==> src/rtl/adcf_pkg.sv <==
package adcf_pkg;
  localparam int DW     = 12;            // result width
  localparam int TW     = 4;             // tag width
  localparam int CW     = 3;             // factor code width
  localparam int FRAC   = 6;             // fractional guard bits
  localparam int AW     = DW + FRAC;     // accumulator width
  localparam int NUNITS = 2;
  localparam int UW     = $clog2(NUNITS);
  localparam logic [TW-1:0] SEL_OFF = '1;

  // factor code -> shift amount (log2 k); 0 means unit disabled
  function automatic logic [2:0] code_shift(input logic [CW-1:0] c);
    case (c)
      3'd1: return 3'd1;
      3'd2: return 3'd2;
      3'd3: return 3'd3;
      3'd4: return 3'd4;
      3'd5: return 3'd6;
      default: return 3'd0;
    endcase
  endfunction

  function automatic logic code_ok(input logic [CW-1:0] c);
    return code_shift(c) != 3'd0;
  endfunction

  // one recursive averaging step: acc*(k-1)/k + din/k in fixed point
  function automatic logic [AW-1:0] iir_step(input logic [AW-1:0] acc,
                                             input logic [DW-1:0] din,
                                             input logic [2:0]    sh);
    logic [AW-1:0] scaled;
    scaled = {din, {FRAC{1'b0}}};
    return acc - (acc >> sh) + (scaled >> sh);
  endfunction
endpackage

==> src/rtl/adcf_unit.sv <==
module adcf_unit
  import adcf_pkg::*;
(
  input  logic          clk,
  input  logic          rst,
  input  logic          clr,
  input  logic          cfg_we,
  input  logic [TW-1:0] cfg_tag,
  input  logic [CW-1:0] cfg_code,
  input  logic          in_valid,
  input  logic [TW-1:0] in_tag,
  input  logic [DW-1:0] in_data,
  output logic          hit,
  output logic [DW-1:0] filt
);
  localparam logic [AW-1:0] ACC_MAX = {{DW{1'b1}}, {FRAC{1'b0}}};

  logic [TW-1:0] sel_q;
  logic [CW-1:0] code_q;
  logic          primed_q;
  logic [AW-1:0] acc_q;
  logic [AW-1:0] acc_d;
  logic          enabled;
  logic          load_first;

  assign enabled    = (sel_q != SEL_OFF) && code_ok(code_q);
  assign hit        = in_valid && enabled && (in_tag == sel_q);
  assign load_first = hit && !primed_q;

  always_comb begin
    if (primed_q) acc_d = iir_step(acc_q, in_data, code_shift(code_q));
    else          acc_d = {in_data, {FRAC{1'b0}}};
  end
  assign filt = acc_d[AW-1:FRAC];

  always_ff @(posedge clk) begin
    if (rst) begin
      sel_q    <= SEL_OFF;
      code_q   <= '0;
      primed_q <= 1'b0;
      acc_q    <= '0;
    end else if (cfg_we) begin
      sel_q    <= cfg_tag;
      code_q   <= cfg_code;
      primed_q <= 1'b0;
    end else if (clr) begin
      primed_q <= 1'b0;
    end else if (hit) begin
      acc_q    <= acc_d;
      primed_q <= 1'b1;
    end
  end

  // first matching sample loads the average directly
  a_r3_first_load: assert property (@(posedge clk) disable iff (rst)
    load_first && !cfg_we && !clr |=> acc_q == {$past(in_data), {FRAC{1'b0}}});
  // the average never exceeds full scale
  a_r4_in_range: assert property (@(posedge clk) disable iff (rst)
    acc_q <= ACC_MAX);
  // without a hit the average is untouched
  a_r5_hold: assert property (@(posedge clk) disable iff (rst)
    !hit |=> $stable(acc_q));
  // clear restarts the average
  a_r6_clear: assert property (@(posedge clk) disable iff (rst)
    clr |=> !primed_q);
endmodule

==> src/rtl/adcf_out.sv <==
module adcf_out
  import adcf_pkg::*;
(
  input  logic          clk,
  input  logic          rst,
  input  logic          in_valid,
  input  logic [TW-1:0] in_tag,
  input  logic [DW-1:0] in_data,
  input  logic [NUNITS-1:0] hits,
  input  logic [DW-1:0] filts [NUNITS],
  output logic          out_valid,
  output logic [TW-1:0] out_tag,
  output logic [DW-1:0] out_data,
  output logic          out_filtered
);
  logic [DW-1:0] pick;

  // lowest-numbered matching unit wins
  always_comb begin
    pick = in_data;
    for (int u = NUNITS - 1; u >= 0; u--) begin
      if (hits[u]) pick = filts[u];
    end
  end

  always_ff @(posedge clk) begin
    if (rst) begin
      out_valid    <= 1'b0;
      out_tag      <= '0;
      out_data     <= '0;
      out_filtered <= 1'b0;
    end else begin
      out_valid    <= in_valid;
      out_filtered <= |hits;
      if (in_valid) begin
        out_tag  <= in_tag;
        out_data <= pick;
      end
    end
  end
endmodule

==> src/rtl/adc_smooth_filter.sv <==
module adc_smooth_filter
  import adcf_pkg::*;
(
  input  logic          clk,
  input  logic          rst,
  input  logic          cfg_we,
  input  logic [UW-1:0] cfg_unit,
  input  logic [TW-1:0] cfg_tag,
  input  logic [CW-1:0] cfg_code,
  input  logic          clr_i,
  input  logic          in_valid,
  input  logic [TW-1:0] in_tag,
  input  logic [DW-1:0] in_data,
  output logic          out_valid,
  output logic [TW-1:0] out_tag,
  output logic [DW-1:0] out_data,
  output logic          out_filtered
);
  logic [NUNITS-1:0] unit_hit;
  logic [DW-1:0]     unit_filt [NUNITS];

  for (genvar u = 0; u < NUNITS; u++) begin : g_unit
    logic unit_we;
    assign unit_we = cfg_we && (cfg_unit == UW'(u));
    adcf_unit i_unit (
      .clk      (clk),
      .rst      (rst),
      .clr      (clr_i),
      .cfg_we   (unit_we),
      .cfg_tag  (cfg_tag),
      .cfg_code (cfg_code),
      .in_valid (in_valid),
      .in_tag   (in_tag),
      .in_data  (in_data),
      .hit      (unit_hit[u]),
      .filt     (unit_filt[u])
    );
  end

  adcf_out i_out (
    .clk          (clk),
    .rst          (rst),
    .in_valid     (in_valid),
    .in_tag       (in_tag),
    .in_data      (in_data),
    .hits         (unit_hit),
    .filts        (unit_filt),
    .out_valid    (out_valid),
    .out_tag      (out_tag),
    .out_data     (out_data),
    .out_filtered (out_filtered)
  );

  // one-cycle latency for every result
  a_r7_latency: assert property (@(posedge clk) disable iff (rst)
    in_valid |=> out_valid && out_tag == $past(in_tag));
  a_r7_no_spurious: assert property (@(posedge clk) disable iff (rst)
    !in_valid |=> !out_valid);
  // unmatched results pass unchanged
  a_r5_passthru: assert property (@(posedge clk) disable iff (rst)
    in_valid && unit_hit == '0 |=> !out_filtered && out_data == $past(in_data));
  // unit 0 has priority when both match
  a_r8_priority: assert property (@(posedge clk) disable iff (rst)
    in_valid && unit_hit[0] |=> out_data == $past(unit_filt[0]));
endmodule

==> config.mk <==
export PLATFORM = sky130hd
export DESIGN_NAME = adc_smooth_filter
export DESIGN_NICKNAME = d
export VERILOG_FILES = /design/src/rtl/adcf_pkg.sv /design/src/rtl/adcf_unit.sv /design/src/rtl/adcf_out.sv /design/src/rtl/adc_smooth_filter.sv
export SDC_FILE = /design/constraint.sdc
export NUM_CORES = 1
export LEC_CHECK = 0
export BUFFER_PORTS_ARGS = -buffer_cell sky130_fd_sc_hd__buf_4
export CAP_MARGIN = 20
export CORE_MARGIN = 4
export CORE_UTILIZATION = 55
export DETAILED_ROUTE_END_ITERATION = 10
export PLACE_DENSITY = 0.84
export SYNTH_ARGS = -nofsm -noshare
export SYNTH_HDL_FRONTEND = slang
export SYNTH_SLANG_ARGS = --single-unit
==> constraint.sdc <==
create_clock -name clk -period 8.5 [get_ports clk]
set_input_delay 0.85 -clock clk [delete_from_list [all_inputs] [get_ports clk]]
set_output_delay 0.85 -clock clk [all_outputs]
set_load 0.01 [all_outputs]
-- Word-level counts from Yosys, hierarchy flattened
Cells that the tools add are included.
- $add $sub $neg: 4
- equal/unequal tests: 14
- shift-type cells: 4
- muxes and demuxes: 8
- bitwise logic cells: 4
- reductions and logical operators: 15
- operators by type and width (kind ; number):
    >> shifter 18 x 3 -> 18 bit ; 4
    adder 18 bit ; 2
    2-to-1 mux 18 bit ; 2
    subtractor 18 bit ; 2
    case mux 3 bit (5 select lines) ; 2
    2-to-1 mux 12 bit ; 2
    == test 3 x 2 -> 1 bit (second input constant) ; 4
    == test 3 bit (second input constant) ; 4
    == test 4 bit ; 2
    logical AND 1 bit ; 8
    inequality test 4 bit (second input constant) ; 2
    == test 3 x 1 -> 1 bit (second input constant) ; 2
    2-to-1 mux 3 bit ; 2
    AND reduction 3 bit ; 2
    nonzero test 3 bit ; 2
    OR reduction 3 bit ; 2
    inverter 1 bit ; 4
    OR reduction 2 bit ; 1
- flip-flop bits (word level): 70
- input port bits: 29
- output and inout port bits: 18
- logic and storage cells: 61

-- Logic depth before layout (Yosys ltp)
- depth after elaboration: 9
- mapped depth: 24
- depth with buffers taken out: 22

-- By module
A second synthesis with hierarchy kept.
- cells, all modules: 1071
- area, all modules: 8759.7 µm²
- by module, submodules not included (module ; times used ; cells each ; area each (µm²) ; sequential area each (µm²)):
    adcf_unit (g_unit[1].i_unit) ; 1 ; 492 ; 3958.8 ; 520.5
    adcf_unit (g_unit[0].i_unit) ; 1 ; 489 ; 3822.4 ; 520.5
    adcf_out ; 1 ; 88 ; 962.2 ; 360.3
    adc_smooth_filter ; 1 ; 2 ; 16.3 ; 0.0

-- Least setup slack after synthesis
Ideal clock, no wire load.
- kind: flip-flop to flip-flop
- from: register g_unit[0].i_unit.code_q[1]
- to: register i_out.out_data[11]
- library setup time: 0.117 ns
- arrival time: 4.672 ns
- required time: 8.383 ns
- slack: 3.711 ns
- cell stages (with the launch flop): 22
- path buffers: 2
- clock period less this slack: 4.789 ns
- path through: dfxtp_1 inv_1 ha_1 and2_1 o32a_1 clkbuf_1 clkbuf_1 mux2i_1 mux2i_1 mux2i_1 fa_1 inv_1 ha_1 a21o_1 a21oi_2 o21ai_2 a2111oi_4 o31ai_2 a221o_1 mux2i_1 a31oi_1 a22o_1
- word-level cells in the longest chain between the ends: 8
- elaborated cells between the ends (all ways): 17
- classes of those cells: 2 x add/sub; 5 x eq/ne; 2 x shift; 4 x mux; 4 x reduce/logical
- RTL lines (element ; RTL line ; text):
    start: declaration ; adcf_unit.sv:19 ; logic [CW-1:0] code_q;
    start signal: assignment ; adcf_unit.sv:44 ; code_q <= cfg_code;
    == test 3 bit (tied with other cells) ; adcf_pkg.sv:13 ; case (c)
    case mux 3 bit (5 select lines) * ; adcf_pkg.sv:13 ;
    2-to-1 mux 3 bit ; adcf_unit.sv:31 ; if (primed_q) acc_d = iir_step(acc_q, in_data, code_shift(code_q));
    >> shifter 18 x 3 -> 18 bit ; adcf_pkg.sv:33 ; return acc - (acc >> sh) + (scaled >> sh);
    subtractor 18 bit ; adcf_pkg.sv:33 ;
    adder 18 bit ; adcf_pkg.sv:33 ;
    2-to-1 mux 18 bit ; adcf_unit.sv:31 ;
    2-to-1 mux 12 bit * ; adcf_out.sv:22 ; if (hits[u]) pick = filts[u];
    end signal: assignment ; adcf_out.sv:37 ; out_data <= pick;
    end: declaration ; adcf_out.sv:13 ; output logic [DW-1:0] out_data,
Mark *: on every way between the ends. The rest lies on a longest branch, timed or not. The select of a mux whose other input is x is not followed.
A chain may end at the register's enable or synchronous reset.

-- Final worst setup path
- from: register g_unit[1].i_unit.code_q[1]
- to: register i_out.out_data[9]
- word-level cells in the longest chain between the ends: 9
- elaborated cells between the ends (all ways): 18
- classes of those cells: 2 x add/sub; 5 x eq/ne; 2 x shift; 5 x mux; 4 x reduce/logical
- RTL lines (element ; RTL line):
    start: declaration ; adcf_unit.sv:19
    start signal: assignment ; adcf_unit.sv:44
    == test 3 bit (tied with other cells) ; adcf_pkg.sv:13
    case mux 3 bit (5 select lines) * ; adcf_pkg.sv:13
    2-to-1 mux 3 bit ; adcf_unit.sv:31
    >> shifter 18 x 3 -> 18 bit ; adcf_pkg.sv:33
    subtractor 18 bit ; adcf_pkg.sv:33
    adder 18 bit ; adcf_pkg.sv:33
    2-to-1 mux 18 bit ; adcf_unit.sv:31
    2-to-1 mux 12 bit * (2 in a row) ; adcf_out.sv:22
Marks and branches as above.

==> results.py <==
metrics = {
    "run_status": {
        "status": "finished, final reports clean",
    },
    "floorplan": {
        "start_util_pct": 56.6,
        "dieArea_um2": 16300,
        "fp.dieW_um": 128,
        "rows": 43,
        "core_um2": 13900,
        "chipHeight_um": 128,
        "io_pins": 47,
    },
    "timing": {
        "fmaxAchievable_mhz": 187,
        "fin_skew_ps": 7.48,
        "fin_tns_setup_ps": 0,
        "finalCritPeriodShare_pct": 63.0,
        "rsz0062_at_grt": "no",
        "hold_viol_final": 0,
        "maxSlewViolCount": 0,
        "setup_viol": 0,
        "relSlewSlack_pct": 35.0,
        "worstMarginPinSlew_ps": 974,
        "period_minus_slack_ps": 5360,
    },
    "place": {
        "portBuffers": 46,
        "hpwl_mm": 16.0,
        "dp_cells": 1205,
        "finalWeightedCongestion": 0.928,
    },
    "power_and_ir_drop": {
        "peakVddDrop_uv": 87.8,
        "p_comb_share_pct": 37.5,
        "internal_power_mw": 0.781,
        "power_switching_share_pct": 35.8,
        "leakagePower_nw": 4.04,
        "p_seq_share_pct": 28.3,
        "power.density_nw_per_um2": 140,
        "p_clk_share_pct": 34.2,
        "switchingPower_mw": 0.436,
    },
    "routing": {
        "first_pass_iters": 5,
        "drt_iter0_drc": 706,
        "viasPerCell": 5.95,
        "drc": 0,
        "wl_mm": 21.2,
        "vias": 7275,
        "postRouteAntennaNets": 0,
        "wl_per_cell_um": 17.3,
    },
    "clocking": {
        "clk_pin_slew_worst_paths_ps": 60,
        "cts_resized": 0,
        "holdBufCountCts": 0,
        "postCtsSetupBuffers": 0,
        "cts-root-buf": "clkbuf_16",
        "clockBufferDepth": 2,
        "numClockSinks": 70,
        "cts_tree": "done",
        "numCtsBuffers": 9,
        "cts-htree-levels": 3,
        "clock_latency_ps": 340,
    },
    "synthesis": {
        "avgSynthCellArea_um2": 7.66,
        "syn_area_um2": 7880,
        "synth_top_area_share_pct": 17.8,
        "post-synth-top-area-cell": "dfxtp_1",
        "synthFlopType": "dfxtp_1",
        "ys_seq_area_share_pct": 17.8,
        "yosys_warnings": 0,
        "synth_edf_count": 0,
        "ys_types": 77,
        "synth-async-reset-ratio_pct": 0,
        "ys_top_cells_by_area": "dfxtp_1 18%, mux2i_1 13%, fa_1 8.6%",
        "syn_nets": 1134,
        "synthCells": 1029,
        "ys_ff_latch": 70,
    },
    "grt": {
        "antenna_found_initial": 0,
        "grt_max_degree": 62,
        "grt_pass1_wl_mm": 34.9,
        "grt_overflow": 0,
        "grt_pass1_vias": 7017,
        "grtUsageTotal_pct": 26.1,
    },
    "setup_path": {
        "cp-start-kind": "flop",
        "crit_fanout": 40,
        "end_kind": "flop",
        "required_ps": 8740,
        "ff2ff_path_depth": 20,
        "cp.arrival_ps": 5590,
        "path_class": "reg2reg",
    },
    "finish": {
        "area_growth_pct": 9.89,
        "finalNonFillerCells": 1223,
        "layout_common_cells": "125 x nand2_1, 123 x inv_1, 105 x mux2i_1, 89 x a21oi_1, 81 x nor2_1",
        "antennaDiodeCount": 0,
        "layout_commonest_cell": "nand2_1",
        "drive_gt1_share_pct": 10.7,
        "final_nets": 1143,
    },
    "worst_hold_path": {
        "hold_path_depth": 2,
        "min_path_type": "reg2reg",
    },
    "job": {
        "cap_violations": 0,
    },
}
metrics by stage:
| step | utilization, % | power (mW) | setup WS, ps | cell area (um^2) | hold WS (ps) |
|---|---|---|---|---|---|
| after floorplan | - | 0.684 | 3710 | 7880 | 442 |
| after global placement | 59.7 | 0.784 | 3350 | 8320 | 459 |
| after detailed placement | 59.7 | 0.794 | 3230 | 8320 | 469 |
| after CTS | 62.0 | 1.21 | 3210 | 8640 | 479 |
| after global routing | 62.2 | 1.28 | 2750 | 8660 | 512 |
| final | 62.2 | 1.22 | 3140 | 8660 | 475 |
layout make-up:
class | instances | area [um^2]
Clock buffer | 10 | 229
Clock inverter | 6 | 93.8
Fill cell | 1156 | 5270
Inverter | 124 | 465
Multi-Input combinational cell | 775 | 5810
Sequential cell | 70 | 1400
Tap cell | 180 | 225
Timing Repair Buffer | 58 | 443
Yosys cell counts, types with 6 or more instances:
library cell,count
nor3_1,13
ha_1,42
nor2_1,82
o21ai_1,8
o211ai_1,8
inv_1,123
a21oi_1,89
nand3_1,26
clkbuf_1,48
xnor2_1,23
mux2_2,15
fa_1,34
o21ai_0,20
nor2b_1,12
a221oi_1,9
and2_1,7
mux2i_1,105
xor2_1,11
a21o_1,9
buf_1,6
nand2_1,125
dfxtp_1,70
and3_1,11
o21a_1,10
a31oi_1,7
a211oi_1,23
routing by layer:
| metal | track usage (%) | wire (um) | vias to the layer above |
|---|---|---|---|
| met5 | 0 | 0 | - |
| met4 | 7.18 | 416 | 0 |
| met3 | 3.58 | 1370 | 33 |
| met2 | 43.3 | 10200 | 243 |
| met1 | 35.8 | 9200 | 3442 |
| li1 | - | - | 3557 |
worst max-delay path, stage by stage (launching register included):
cell and delay (ps):
dfxtp_1 400, inv_1 120, ha_1 320, a21oi_1 100, a32oi_4 250, buf_4 490, mux2i_1 310, mux2i_1 120
mux2_2 300, fa_1 480, inv_1 40, ha_1 310, and3_1 200, o2bb2ai_1 160, o21a_1 250, o211a_1 230
or3_1 340, a21oi_1 190, xor2_1 130, o2111a_1 250, nor4_1 240
state kept, by name (all words and copies together), names as in the netlist:
register / count
g_unit.i_unit.code_q: 6
g_unit.i_unit.acc_q: 36
i_out.out_valid: 1
g_unit.i_unit.sel_q: 8
i_out.out_tag: 4
g_unit.i_unit.primed_q: 2
i_out.out_data: 12
i_out.out_filtered: 1
cell families (layout without fill, tap and decap cells):
family / count (synthesis) / after routing / share of synthesized area (%)
fa+ha+maj: 76 / 76 / 15.3
simple gates: 306 / 306 / 17.5
buf+inv: 184 / 198 / 8.86
xor+xnor: 35 / 35 / 3.98
mux: 125 / 125 / 16.6
flops: 70 / 70 / 17.8
compound gates: 233 / 233 / 20.0
power by group through the flow:
stage / Combinational (mW) / Sequential (mW) / Clock, mW
6_report: 0.457 / 0.344 / 0.416
5_1_grt: 0.502 / 0.345 / 0.430
4_1_cts: 0.447 / 0.344 / 0.417
3_5_place_dp: 0.443 / 0.351 / 0
3_3_place_gp: 0.432 / 0.351 / 0
2_1_floorplan: 0.332 / 0.352 / 0
worst paths after layout:
check,end,startpoint,slack (ps)
setup / recovery,i_out.out_data[9],g_unit[1].i_unit.code_q[1],3140
hold reg to reg,g_unit[1].i_unit.acc_q[0],g_unit[1].i_unit.acc_q[0],480
hold / removal,g_unit[1].i_unit.acc_q[0],g_unit[1].i_unit.acc_q[0],480
setup reg to reg,i_out.out_data[9],g_unit[1].i_unit.code_q[1],3140
(Power assumes the default switching activity.)
